--- config.mk ---
export PLATFORM = sky130hd
export DESIGN_NAME = smd_sub
export DESIGN_NICKNAME = d
export VERILOG_FILES = /design/src/rtl/smd_pkg.sv /design/src/rtl/smd_mag_cmp.sv /design/src/rtl/smd_swap.sv /design/src/rtl/smd_usub.sv /design/src/rtl/smd_sub.sv
export SDC_FILE = /design/constraint.sdc
export NUM_CORES = 1
export LEC_CHECK = 0
export BUFFER_PORTS_ARGS = -buffer_cell sky130_fd_sc_hd__buf_2
export CAP_MARGIN = 5
export CORE_AREA = 2 2 39 41
export DETAILED_ROUTE_END_ITERATION = 10
export DIE_AREA = 0 0 41 43
export GPL_ROUTABILITY_DRIVEN = 0
export PLACE_DENSITY_LB_ADDON = 0.2
export SYNTH_ARGS = -nofsm -noshare
export SYNTH_HDL_FRONTEND = slang
export SYNTH_SLANG_ARGS = --single-unit
--- constraint.sdc ---
create_clock -name clk -period 2.08 [get_ports clk]
set_input_delay 0.312 -clock clk [delete_from_list [all_inputs] [get_ports clk]]
set_output_delay 0.312 -clock clk [all_outputs]
set_load 0.005 [all_outputs]
--- src/rtl/smd_pkg.sv ---
package smd_pkg;

    localparam int unsigned SMD_MAG_W_DEF = 3;

    // Sign encoding of the result word's top bit
    typedef enum logic {
        SGN_POS = 1'b0,
        SGN_NEG = 1'b1
    } smd_sgn_e;

endpackage

--- src/rtl/smd_mag_cmp.sv ---
// Magnitude comparator: flags x < y with a LSB-to-MSB decision chain.
module smd_mag_cmp #(
    parameter int unsigned MAG_W = 3
) (
    input  logic [MAG_W-1:0] x_mag,
    input  logic [MAG_W-1:0] y_mag,
    output logic             x_lt_y
);

    logic [MAG_W:0] lt_chain;

    assign lt_chain[0] = 1'b0;

    for (genvar i = 0; i < MAG_W; i++) begin : g_bit
        // A higher bit that differs overrides everything decided below it
        assign lt_chain[i+1] = (~x_mag[i] & y_mag[i]) |
                               (~(x_mag[i] ^ y_mag[i]) & lt_chain[i]);
    end

    assign x_lt_y = lt_chain[MAG_W];

endmodule

--- src/rtl/smd_swap.sv ---
// Pair of 2:1 selector banks: larger magnitude goes to big_mag.
module smd_swap #(
    parameter int unsigned MAG_W = 3
) (
    input  logic [MAG_W-1:0] a_mag,
    input  logic [MAG_W-1:0] b_mag,
    input  logic             swap,
    output logic [MAG_W-1:0] big_mag,
    output logic [MAG_W-1:0] small_mag
);

    for (genvar i = 0; i < MAG_W; i++) begin : g_mux
        assign big_mag[i]   = swap ? b_mag[i] : a_mag[i];
        assign small_mag[i] = swap ? a_mag[i] : b_mag[i];
    end

endmodule

--- src/rtl/smd_usub.sv ---
// Unsigned ripple-borrow subtractor; caller guarantees min_mag >= sub_mag.
module smd_usub #(
    parameter int unsigned MAG_W = 3
) (
    input  logic [MAG_W-1:0] min_mag,
    input  logic [MAG_W-1:0] sub_mag,
    output logic [MAG_W-1:0] dif_mag
);

    logic [MAG_W-1:0] brw;

    assign brw[0] = 1'b0;

    for (genvar i = 0; i < MAG_W; i++) begin : g_stage
        assign dif_mag[i] = min_mag[i] ^ sub_mag[i] ^ brw[i];
        if (i < MAG_W - 1) begin : g_brw
            assign brw[i+1] = (~min_mag[i] & sub_mag[i]) |
                              (~(min_mag[i] ^ sub_mag[i]) & brw[i]);
        end
    end

endmodule

--- src/rtl/smd_sub.sv ---
module smd_sub
    import smd_pkg::*;
#(
    parameter int unsigned MAG_W = SMD_MAG_W_DEF
) (
    input  logic             clk,
    input  logic             rst_n,
    input  logic             op_vld,
    input  logic [MAG_W:0]   op_a,
    input  logic [MAG_W:0]   op_b,
    output logic             res_vld,
    output logic [MAG_W:0]   res
);

    localparam int unsigned WORD_W = MAG_W + 1;
    localparam int unsigned SGN_IX = WORD_W - 1;

    typedef struct packed {
        logic             vld;
        smd_sgn_e         sgn;
        logic [MAG_W-1:0] mag;
    } out_st_t;

    logic [MAG_W-1:0] a_mag;
    logic [MAG_W-1:0] b_mag;
    logic             a_lt_b;
    logic [MAG_W-1:0] big_mag;
    logic [MAG_W-1:0] small_mag;
    logic [MAG_W-1:0] dif_mag;
    logic             unused_sgn;

    out_st_t out_d;
    out_st_t out_q;

    assign a_mag      = op_a[MAG_W-1:0];
    assign b_mag      = op_b[MAG_W-1:0];
    assign unused_sgn = op_a[SGN_IX] | op_b[SGN_IX];

    smd_mag_cmp #(.MAG_W(MAG_W)) u_cmp (
        .x_mag  (a_mag),
        .y_mag  (b_mag),
        .x_lt_y (a_lt_b)
    );

    smd_swap #(.MAG_W(MAG_W)) u_swap (
        .a_mag     (a_mag),
        .b_mag     (b_mag),
        .swap      (a_lt_b),
        .big_mag   (big_mag),
        .small_mag (small_mag)
    );

    smd_usub #(.MAG_W(MAG_W)) u_usub (
        .min_mag (big_mag),
        .sub_mag (small_mag),
        .dif_mag (dif_mag)
    );

    always_comb begin
        out_d     = out_q;
        out_d.vld = op_vld;
        if (op_vld) begin
            // equal magnitudes leave a_lt_b low, so zero is always positive
            out_d.sgn = a_lt_b ? SGN_NEG : SGN_POS;
            out_d.mag = dif_mag;
        end
    end

    always_ff @(posedge clk) begin
        if (!rst_n) begin
            out_q <= '{vld: 1'b0, sgn: SGN_POS, mag: '0};
        end else begin
            out_q <= out_d;
        end
    end

    assign res_vld = out_q.vld;
    assign res     = {out_q.sgn == SGN_NEG, out_q.mag};

endmodule

==> results of run 1 <==
[routing by layer]
layer | routed length [µm] | share of wire (%) | vias up
met5 | 0 | 0 | -
met4 | 0 | 0 | 0
met3 | 22 | 3.5 | 0
met2 | 316 | 50 | 5
met1 | 296 | 47 | 139
li1 | - | - | 181
[power by group through the flow]
stage	sequential, mW	clock, mW	combinational [mW]
finish	0.107	0.108	0.0777
global route	0.108	0.128	0.0873
CTS	0.107	0.114	0.0792
detailed placement	0.109	0	0.0783
global placement	0.109	0	0.0782
floorplan	0.110	0	0.0418
[registers in the layout, indices dropped and copies added, names as in the netlist]
register and flops:
res 4, res_vld 1
[stage by stage]
| stage | instances | setup TNS (ps) |
|---|---|---|
| floorplan | 38 | 0 |
| global placement | 72 | -57.29 |
| detailed placement | 72 | -34.80 |
| CTS | 76 | 0 |
| global route | 76 | 0 |
| finish | 76 | 0 |
[layout make-up]
cell class | count | area (µm²)
fill | 159 | 909.6
inverter | 5 | 18.77
timing repair buffer | 19 | 110.1
tap | 16 | 20.02
clock buffer | 4 | 26.28
multi-input combinational | 27 | 198.9
sequential | 5 | 100.1
[synthesized netlist by cell type]
cell and number:
sky130_fd_sc_hd__ha_1 4, sky130_fd_sc_hd__a41oi_1 1, sky130_fd_sc_hd__a31oi_1 1, sky130_fd_sc_hd__dfxtp_1 5, sky130_fd_sc_hd__inv_1 5, sky130_fd_sc_hd__a311oi_1 1, sky130_fd_sc_hd__a21o_1 1, sky130_fd_sc_hd__o21ai_0 1
sky130_fd_sc_hd__o22ai_1 2, sky130_fd_sc_hd__o211a_1 3, sky130_fd_sc_hd__nand2_1 5, sky130_fd_sc_hd__nand2b_1 1, sky130_fd_sc_hd__a21oi_1 3, sky130_fd_sc_hd__buf_6 1, sky130_fd_sc_hd__nor4_2 1, sky130_fd_sc_hd__nor2b_1 1
sky130_fd_sc_hd__and2_1 1, sky130_fd_sc_hd__nor3_1 1
[worst min path at each step]
stage	startpoint	endpoint	slack, ps	cells after the start
final	rst_n	res_vld$_SDFF_PN0_	350	2
after global routing	rst_n	res_vld$_SDFF_PN0_	340	2
after CTS	rst_n	res_vld$_SDFF_PN0_	340	2
after detailed placement	res[1]$_SDFFE_PN0P_	res[1]$_SDFFE_PN0P_	460	1
after global placement	res[1]$_SDFFE_PN0P_	res[1]$_SDFFE_PN0P_	460	1
after floorplan	rst_n	res_vld$_SDFF_PN0_	440	1
[kinds of logic (layout without fill, tap and decap cells)]
family / after synthesis / count (layout)
flip-flops: 5 / 5
AND/OR/NAND/NOR: 10 / 10
adder cells (fa/ha/maj): 4 / 4
AO/OA/AOI/OAI: 13 / 13
buffers and inverters: 6 / 28
[worst reg2reg max path, stage by stage, from the launching register on]
cell	delay (ps)
sky130_fd_sc_hd__dfxtp_1	300
sky130_fd_sc_hd__o21ai_0	140
sky130_fd_sc_hd__a31oi_1	60
==> impl_metrics.tcl, run 1 <==
set metrics [dict create \
    run_status "finished, final reports clean" \
    skew_ps 0 \
    number_of_storage_elements_in_the_synthesis_netlist 5 \
    final_common_cell "sky130_fd_sc_hd__buf_2" \
    worst-r2r-setup-slack_ps 1460 \
    p_int_uw 218.7 \
    gr-total-overflow 0 \
    drt_iter0_drcs 5 \
    place_worst_setup_slack_ps -34.80 \
    leakage_nw 0.2667 \
    timing.critical_path.to_type "register" \
    clockPowerShare_pct 36.8 \
    pwr-share-comb_pct 26.6 \
    timing.critical_path.from_type "input pin" \
    slew_viol_final 0 \
    detail_route_antenna_nets 0 \
    grt_max_degree 10 \
    commonest_non_fill_non_tap_cells_in_the_layout "sky130_fd_sc_hd__buf_2, sky130_fd_sc_hd__buf_4, sky130_fd_sc_hd__inv_1, sky130_fd_sc_hd__nand2_1, sky130_fd_sc_hd__dfxtp_1" \
    overall_global_routing_resource_usage_pct 8.643 \
    timing.setup.critical_path_class "in2reg" \
    whs_ps 353.3 \
    critPathBufInv 2 \
    dieHeight_um 43 \
    max-clock-path-buffers 2 \
    setup.worst_path.start "op_a[1]" \
    worst_setup_path_endpoint "res[2]$_SDFFE_PN0P_" \
    wire_per_inst_um 8.355 \
    synth_top_area_share_pct 30.42 \
    synthesis.instances 38 \
    timing.final.crit_period_ps 1881 \
    use_met3_pct 1.571 \
    timing.critical_path.max_delay_family "compound AO/OA/AOI/OAI gates" \
    tritoncts "built" \
    global_route.usage.met1_pct 10.65 \
    timing.final.hold_violations 0 \
    synth_top_family_by_area "compound AO/OA/AOI/OAI gates" \
    place.port_buffers 13 \
    ys_warn_count 0 \
    min_period_over_period_pct 90.45 \
    synth-adder-area-share_pct 15.21 \
    synthToLayoutAreaGrowth_pct 44.11 \
    average_size_of_a_mapped_cell_um2 8.660 \
    cts.sink_count 5 \
    grt_antenna_before_repair 0 \
    power_switching_uw 73.87 \
    setup_viol 0 \
    fraction_of_layout_instances_using_a_drive_strength_above_1_pct 38.33 \
    fp-row-count 14 \
    hpwl_um 519.1 \
    drt_pass_1_iters 2 \
    grtUsageMet2_pct 11.88 \
    netlist.top_cell.by_area "sky130_fd_sc_hd__dfxtp_1" \
    mappedNetlistNets 53 \
    timing.hold.worst.class "in2reg" \
    crit_cells 10 \
    initial_core_util_pct 23.78 \
    cts_repair_resize_count 0 \
    synth_sequential_area_ratio_pct 30.42 \
    slew_headroom_pct 85.34 \
    power.density_nw_per_um2 616.9 \
    fp.coreArea_um2 1384 \
    fraction_of_synthesized_area_in_multiplexers_pct 0 \
    synth_cell_types 18 \
    worst-r2r-cell-count 2 \
    cts_buffers 3 \
    vias_per_cell 4.276 \
    achievable-frequency_ghz 0.5316 \
    cts_hold_buffers 0 \
    worst_setup_hold_path_clk_slew_ps 40 \
    netlist_area_um2 329.1 \
    worstReg2RegStart "res[2]$_SDFFE_PN0P_" \
    design.die.area_um2 1763 \
    slew_of_the_pin_with_the_lowest_slew_margin_ps 218.4 \
    layout.nets 76 \
    die-width_um 41 \
    synth_area_in_compound_gates_pct 28.52 \
    cp_data_required_time_ps 2240 \
    h-tree-depth 1 \
    cells_traversed_along_the_worst_timing_path "buf_2, inv_1, ha_1, a21o_1, a21oi_1, o22ai_1, ha_1, a311oi_1, o22ai_1, a31oi_1" \
    cts-root-buf "sky130_fd_sc_hd__clkbuf_4" \
    final_area_um2 474.2 \
    grt_setup_unrepaired "no" \
    drc 0 \
    critical_path.max_fanout 3 \
    seqPwrFrac_pct 36.6 \
    synth_simple_gate_area_share_pct 16.73 \
    reg2reg_to "res[2]$_SDFFE_PN0P_" \
    i_o_pin_count 16 \
    crit_slowest_cell "sky130_fd_sc_hd__ha_1" \
    critPathArrivalTime_ps 2040 \
    diodes_inserted 0 \
    route.vias.total 325 \
    design_power_total_uw 292.6 \
    cap_viol_max_count 0 \
    slowest_cell_delay_on_critical_path_ps 290 \
    power_switching_share_pct 25.25 \
    grt_pass1_vias 288 \
    layout.core_utilization_pct 34.27 \
    netlist_top_cells_area "sky130_fd_sc_hd__dfxtp_1, sky130_fd_sc_hd__ha_1, sky130_fd_sc_hd__o211a_1" \
    post_synth_xor_area_fraction_pct 0 \
    final_critical_path_setup_slack_ps 198.7 \
    placedInstanceArea_um2 447.9 \
    detail_route.wirelength_um 635 \
    post_cts.repair.setup_buffers 0 \
    clock_insertion_delay_worst_skew_ps 230 \
    grt_first_pass_wirelength_um 1028 \
    power.ir.vdd_worst_uv 348.4 \
    grt_most_used_layer "met2" \
]
Note: power is estimated with default switching activity, not from simulation.
==> inputs of run 2 (changes only) <==
==> constraint.sdc (replaced) <==
create_clock -name clk -period 2.2 [get_ports clk]
set_input_delay 0.33 -clock clk [delete_from_list [all_inputs] [get_ports clk]]
set_output_delay 0.33 -clock clk [all_outputs]
set_load 0.005 [all_outputs]
==> run 2 against run 1 <==
  * Clock skew stayed put
  * Critical path depth is the same
  * Global-route usage up 0.58 points
  * Register-to-register slack gained 120 ps
  * First-iteration DRC count stayed put
  * Hold slack better by 15 ps
  * Highest routed layer unchanged
  * Sequential power is 6% lower
  * Cell area down 4.7%
  * Largest cell class unchanged
  * Non-clock buffer count shrank 3
  * Die area unchanged
  * Count of clock-buffer cells in the layout did not move
  * Cell count shrank 3.9%
==> impl_metrics.tcl, run 2 (same netlist as run 1, synthesis figures left out) <==
set metrics [dict create \
    run_status "finished, final reports clean" \
    timing.critical_path.from_type "input pin" \
    cts_buffers 3 \
    fp.coreArea_um2 1384 \
    cts_hold_buffers 0 \
    min_path_cells 2 \
    instances_no_fill 73 \
    cts_repair_resize_count 0 \
    setup.worst_path.start "op_a[1]" \
    wire_per_inst_um 9.068 \
    placedInstanceArea_um2 425.4 \
    achievable-frequency_ghz 0.5199 \
    max-clock-path-buffers 2 \
    grt_first_pass_wirelength_um 1110 \
    layout.filler_cells 156 \
    place_inst 69 \
    clock_insertion_delay_worst_skew_ps 240 \
    die-width_um 41 \
    slew_viol_final 0 \
    detail_route.wirelength_um 662 \
    grt_pass1_vias 305 \
    vias_per_cell 4.521 \
    worst-r2r-cell-count 2 \
    grt_antenna_before_repair 0 \
    slowest_cell_delay_on_critical_path_ps 300 \
    grt_setup_unrepaired "no" \
    cts.sink_count 5 \
    drc 0 \
    route.vias.total 330 \
    crit_cells 10 \
    drt_pass_1_iters 4 \
    final_area_um2 451.7 \
    min_period_over_period_pct 87.44 \
    timing.critical_path.to_type "register" \
    timing.setup.critical_path_class "in2reg" \
    cells_traversed_along_the_worst_timing_path "buf_2, inv_1, ha_1, a21o_1, a21oi_1, o22ai_1, ha_1, a311oi_1, o22ai_1, a31oi_1" \
    timing.final.hold_violations 0 \
    cp_data_required_time_ps 2360 \
    whs_ps 368.2 \
    drt_iter0_drcs 5 \
    cap_viol_max_count 0 \
    skew_ps 0 \
    slew_of_the_pin_with_the_lowest_slew_margin_ps 245.6 \
    hold_start "rst_n" \
    h-tree-depth 1 \
    critPathArrivalTime_ps 2080 \
    power.ir.vdd_worst_uv 269.8 \
    critical_path.max_fanout 3 \
    hpwl_um 540.1 \
    crit_slowest_cell "sky130_fd_sc_hd__ha_1" \
    fp-row-count 14 \
    diodes_inserted 0 \
    overall_global_routing_resource_usage_pct 9.228 \
    cts-root-buf "sky130_fd_sc_hd__clkbuf_4" \
    final_common_cell "sky130_fd_sc_hd__buf_2" \
    leakage_nw 0.2525 \
    slew_headroom_pct 83.63 \
    commonest_non_fill_non_tap_cells_in_the_layout "sky130_fd_sc_hd__buf_2, sky130_fd_sc_hd__inv_1, sky130_fd_sc_hd__nand2_1, sky130_fd_sc_hd__dfxtp_1, sky130_fd_sc_hd__ha_1" \
    critPathBufInv 2 \
    detail_route_antenna_nets 0 \
    dieHeight_um 43 \
    initial_core_util_pct 23.78 \
    timing.final.crit_period_ps 1924 \
    power.density_nw_per_um2 600.6 \
    worstReg2RegStart "res[2]$_SDFFE_PN0P_" \
    grt_max_degree 10 \
    timing.hold.worst.class "in2reg" \
    gr-total-overflow 0 \
    layout.core_utilization_pct 32.64 \
    timing.critical_path.max_delay_family "compound AO/OA/AOI/OAI gates" \
    setup_viol 0 \
    layout.nets 73 \
    worst_setup_hold_path_clk_slew_ps 40 \
    post_cts.repair.setup_buffers 0 \
    fraction_of_layout_instances_using_a_drive_strength_above_1_pct 35.09 \
    setup_tns_ps 0 \
    design.die.area_um2 1763 \
    tritoncts "built" \
    place.port_buffers 13 \
    synthToLayoutAreaGrowth_pct 37.26 \
    largest_reg_flops 4 \
    i_o_pin_count 16 \
]
-- run 2: worst paths after layout --
check                         to  slack [ps]
min reg2reg  res[3]$_SDFFE_PN0P_         480
max reg2reg  res[2]$_SDFFE_PN0P_        1580
min           res_vld$_SDFF_PN0_         370
max          res[2]$_SDFFE_PN0P_         280
-- run 2: report_power, final --
| group | switching, mW | total [mW] | internal (mW) |
|---|---|---|---|
| Clock | 0.0339 | 0.102 | 0.0683 |
| Sequential | 0.00287 | 0.101 | 0.0984 |
| Combinational | 0.0328 | 0.0679 | 0.0350 |
-- run 2: metrics by stage --
stage	setup slack (ps)	power [mW]
floorplan	268.6	0.1433
global placement	42.60	0.1705
detailed placement	9.226	0.1716
CTS	243.4	0.2797
global route	20.96	0.2949
finish	276.4	0.2713
-- run 2: metal layers --
metal	global-route usage (%)	vias to the layer above	part of all wire, %
met5	0	-	0
met4	8.000	0	0
met3	1.571	0	3.8
met2	13.75	7	50
met1	10.58	143	47
li1	-	180	-
-- run 2: cell type report --
cell class                 count  area (µm²)  share of cell area (%)
multi-input combinational     27       198.9                   44.04
sequential                     5       100.1                   22.16
timing repair buffer          16       87.58                   19.39
clock buffer                   4       26.28                   5.817
tap                           16       20.02                   4.432
inverter                       5       18.77                   4.155
-- run 2: worst register-to-register path, stage by stage, from the launching register on --
cell,delay (ps)
sky130_fd_sc_hd__dfxtp_1,300
sky130_fd_sc_hd__o21ai_0,140
sky130_fd_sc_hd__a31oi_1,60
==> inputs of run 3 (changes only) <==
--- a/config.mk
+++ b/config.mk
@@ -12,6 +12,7 @@
 export DIE_AREA = 0 0 41 43
 export GPL_ROUTABILITY_DRIVEN = 0
 export PLACE_DENSITY_LB_ADDON = 0.2
+export SETUP_SLACK_MARGIN = 0.5
 export SYNTH_ARGS = -nofsm -noshare
 export SYNTH_HDL_FRONTEND = slang
 export SYNTH_SLANG_ARGS = --single-unit
==> run 3 against run 2 <==
  * Total power rose by 7.7%
  * Flip-flop and latch count stayed put
  * Maximum frequency increased by 10%
  * Critical path type unchanged
==> impl_metrics.tcl, run 3 (same netlist as run 1, synthesis figures left out) <==
set metrics [dict create \
    cts_buffers 3 \
    power_switching_share_pct 26.41 \
    achievable-frequency_ghz 0.5727 \
    max-clock-path-buffers 2 \
    layout.filler_cells 150 \
    cts-root-buf "sky130_fd_sc_hd__clkbuf_4" \
    slew_of_the_pin_with_the_lowest_slew_margin_ps 228.5 \
    whs_ps 375.3 \
    skew_ps 0 \
    critPathArrivalTime_ps 1910 \
    critical_path.max_fanout 4 \
    h-tree-depth 1 \
    largest_reg_flops 4 \
    i_o_pin_count 16 \
    routed-wl-met3_um 25 \
    detail_route_antenna_nets 0 \
    fp.coreArea_um2 1384 \
    timing.critical_path.to_type "register" \
    layout.area.seq_um2 100.1 \
    timing.critical_path.from_type "input pin" \
    detail_route.wirelength_um 746 \
    layout.nets 76 \
    min_period_over_period_pct 79.37 \
    diodes_inserted 0 \
    critPathBufInv 3 \
    p_int_uw 215.0 \
    commonest_non_fill_non_tap_cells_in_the_layout "sky130_fd_sc_hd__buf_2, sky130_fd_sc_hd__buf_4, sky130_fd_sc_hd__nand2_1, sky130_fd_sc_hd__dfxtp_1" \
    run_status "finished, final reports clean" \
    wire_length_on_met1_um 330 \
    route.met2.wl_um 389 \
    grt_first_pass_wirelength_um 1110 \
    place_worst_setup_slack_ps 209.5 \
    cp_data_required_time_ps 2360 \
    drt_pass_1_iters 2 \
    slew_viol_final 0 \
    crit_slowest_cell "sky130_fd_sc_hd__ha_4" \
    timing.critical_path.max_delay_family "compound AO/OA/AOI/OAI gates" \
    power_switching_uw 77.19 \
    final_common_cell "sky130_fd_sc_hd__buf_2" \
    clock_insertion_delay_worst_skew_ps 230 \
    dieHeight_um 43 \
    seqPwrFrac_pct 34.7 \
    clockPowerShare_pct 35.2 \
    cells_traversed_along_the_worst_timing_path "buf_12, clkinv_8, ha_4, a21o_1, a21oi_2, nand2_1, o22ai_2, ha_2, inv_2, a21oi_2, o22ai_1, a31oi_1" \
    overall_global_routing_resource_usage_pct 9.328 \
    initial_core_util_pct 23.78 \
    place_inst 66 \
    grt_max_degree 10 \
    hpwl_um 535.3 \
    grt_pass1_vias 290 \
    multi_input_comb_area_um2 230.2 \
    worst_setup_hold_path_clk_slew_ps 40 \
    fp-row-count 14 \
    slew_headroom_pct 84.65 \
    grt_setup_unrepaired "yes" \
    drc 0 \
    fraction_of_layout_instances_using_a_drive_strength_above_1_pct 51.67 \
    timing.final.hold_violations 0 \
    cap_viol_max_count 0 \
    final_area_um2 535.5 \
    slowest_cell_delay_on_critical_path_ps 220 \
    cts.sink_count 5 \
    timing.setup.critical_path_class "in2reg" \
    timing.hold.worst.class "in2reg" \
    grt_antenna_before_repair 0 \
    power.density_nw_per_um2 545.7 \
    setup_tns_ps 0 \
    power.ir.vdd_worst_uv 316.1 \
    pwr-share-comb_pct 30.2 \
    final_critical_path_setup_slack_ps 453.9 \
    leakage_nw 0.2732 \
    place.port_buffers 13 \
    wire_per_inst_um 9.816 \
    cts_hold_buffers 0 \
    design.die.area_um2 1763 \
    drt_iter0_drcs 3 \
    dr.max_layer_used "met3" \
    tritoncts "built" \
    die-width_um 41 \
    synthToLayoutAreaGrowth_pct 62.74 \
    timing.final.crit_period_ps 1746 \
    placedInstanceArea_um2 421.7 \
    gr-total-overflow 0 \
    design_power_total_uw 292.2 \
    worst_path_most_repeated_cell "sky130_fd_sc_hd__a21oi_2" \
    instances_no_fill 76 \
    layout.core_utilization_pct 38.70 \
    setup_viol 0 \
    vias_per_cell 4.382 \
    route.vias.total 333 \
]
run 3: cell types whose count changed in the layout (fill, tap and decap cells not counted), sizes merged:
cell | before | now
buf | 16 | 19
clkinv | 0 | 1
inv | 5 | 4
run 3: power by group through the flow:
stage / logic, mW / clock network [mW] / registers (mW)
2_1_floorplan: 0.0430 / 0 / 0.104
3_3_place_gp: 0.0669 / 0 / 0.103
5_1_grt: 0.0971 / 0.114 / 0.102
4_1_cts: 0.0709 / 0.109 / 0.101
6_report: 0.0882 / 0.103 / 0.101
3_5_place_dp: 0.0673 / 0 / 0.103
run 3: per-layer routing:
metal  up-vias  GRT usage, %
met4         0         8.000
met5         -             0
met3         0         1.571
met1       143         10.90
met2         5         13.75
li1        185             -
run 3: what timing repair did:
item,4_1_cts,5_1_grt
pin swaps,2,9
hold endpoints to repair,0,0
gates resized for setup,1,12
setup buffers,1,5
endpoints found under the setup margin,1,1
run 3: layout make-up:
| type | count | area share (%) |
|---|---|---|
| inverters | 5 | 5.841 |
| multi-input cells | 27 | 42.99 |
| repair buffers | 19 | 23.83 |
| flip-flops and latches | 5 | 18.69 |
| clock buffers | 4 | 4.907 |
| well taps | 16 | 3.738 |
run 3: final timing paths:
check	start	endpoint	slack, ps	depth (start not counted)
setup reg to reg	res[0]$_SDFFE_PN0P_	res[0]$_SDFFE_PN0P_	1580	1
hold / removal	rst_n	res_vld$_SDFF_PN0_	380	2
setup / recovery	op_a[1]	res[2]$_SDFFE_PN0P_	450	12
hold reg to reg	res[3]$_SDFFE_PN0P_	res[3]$_SDFFE_PN0P_	470	1
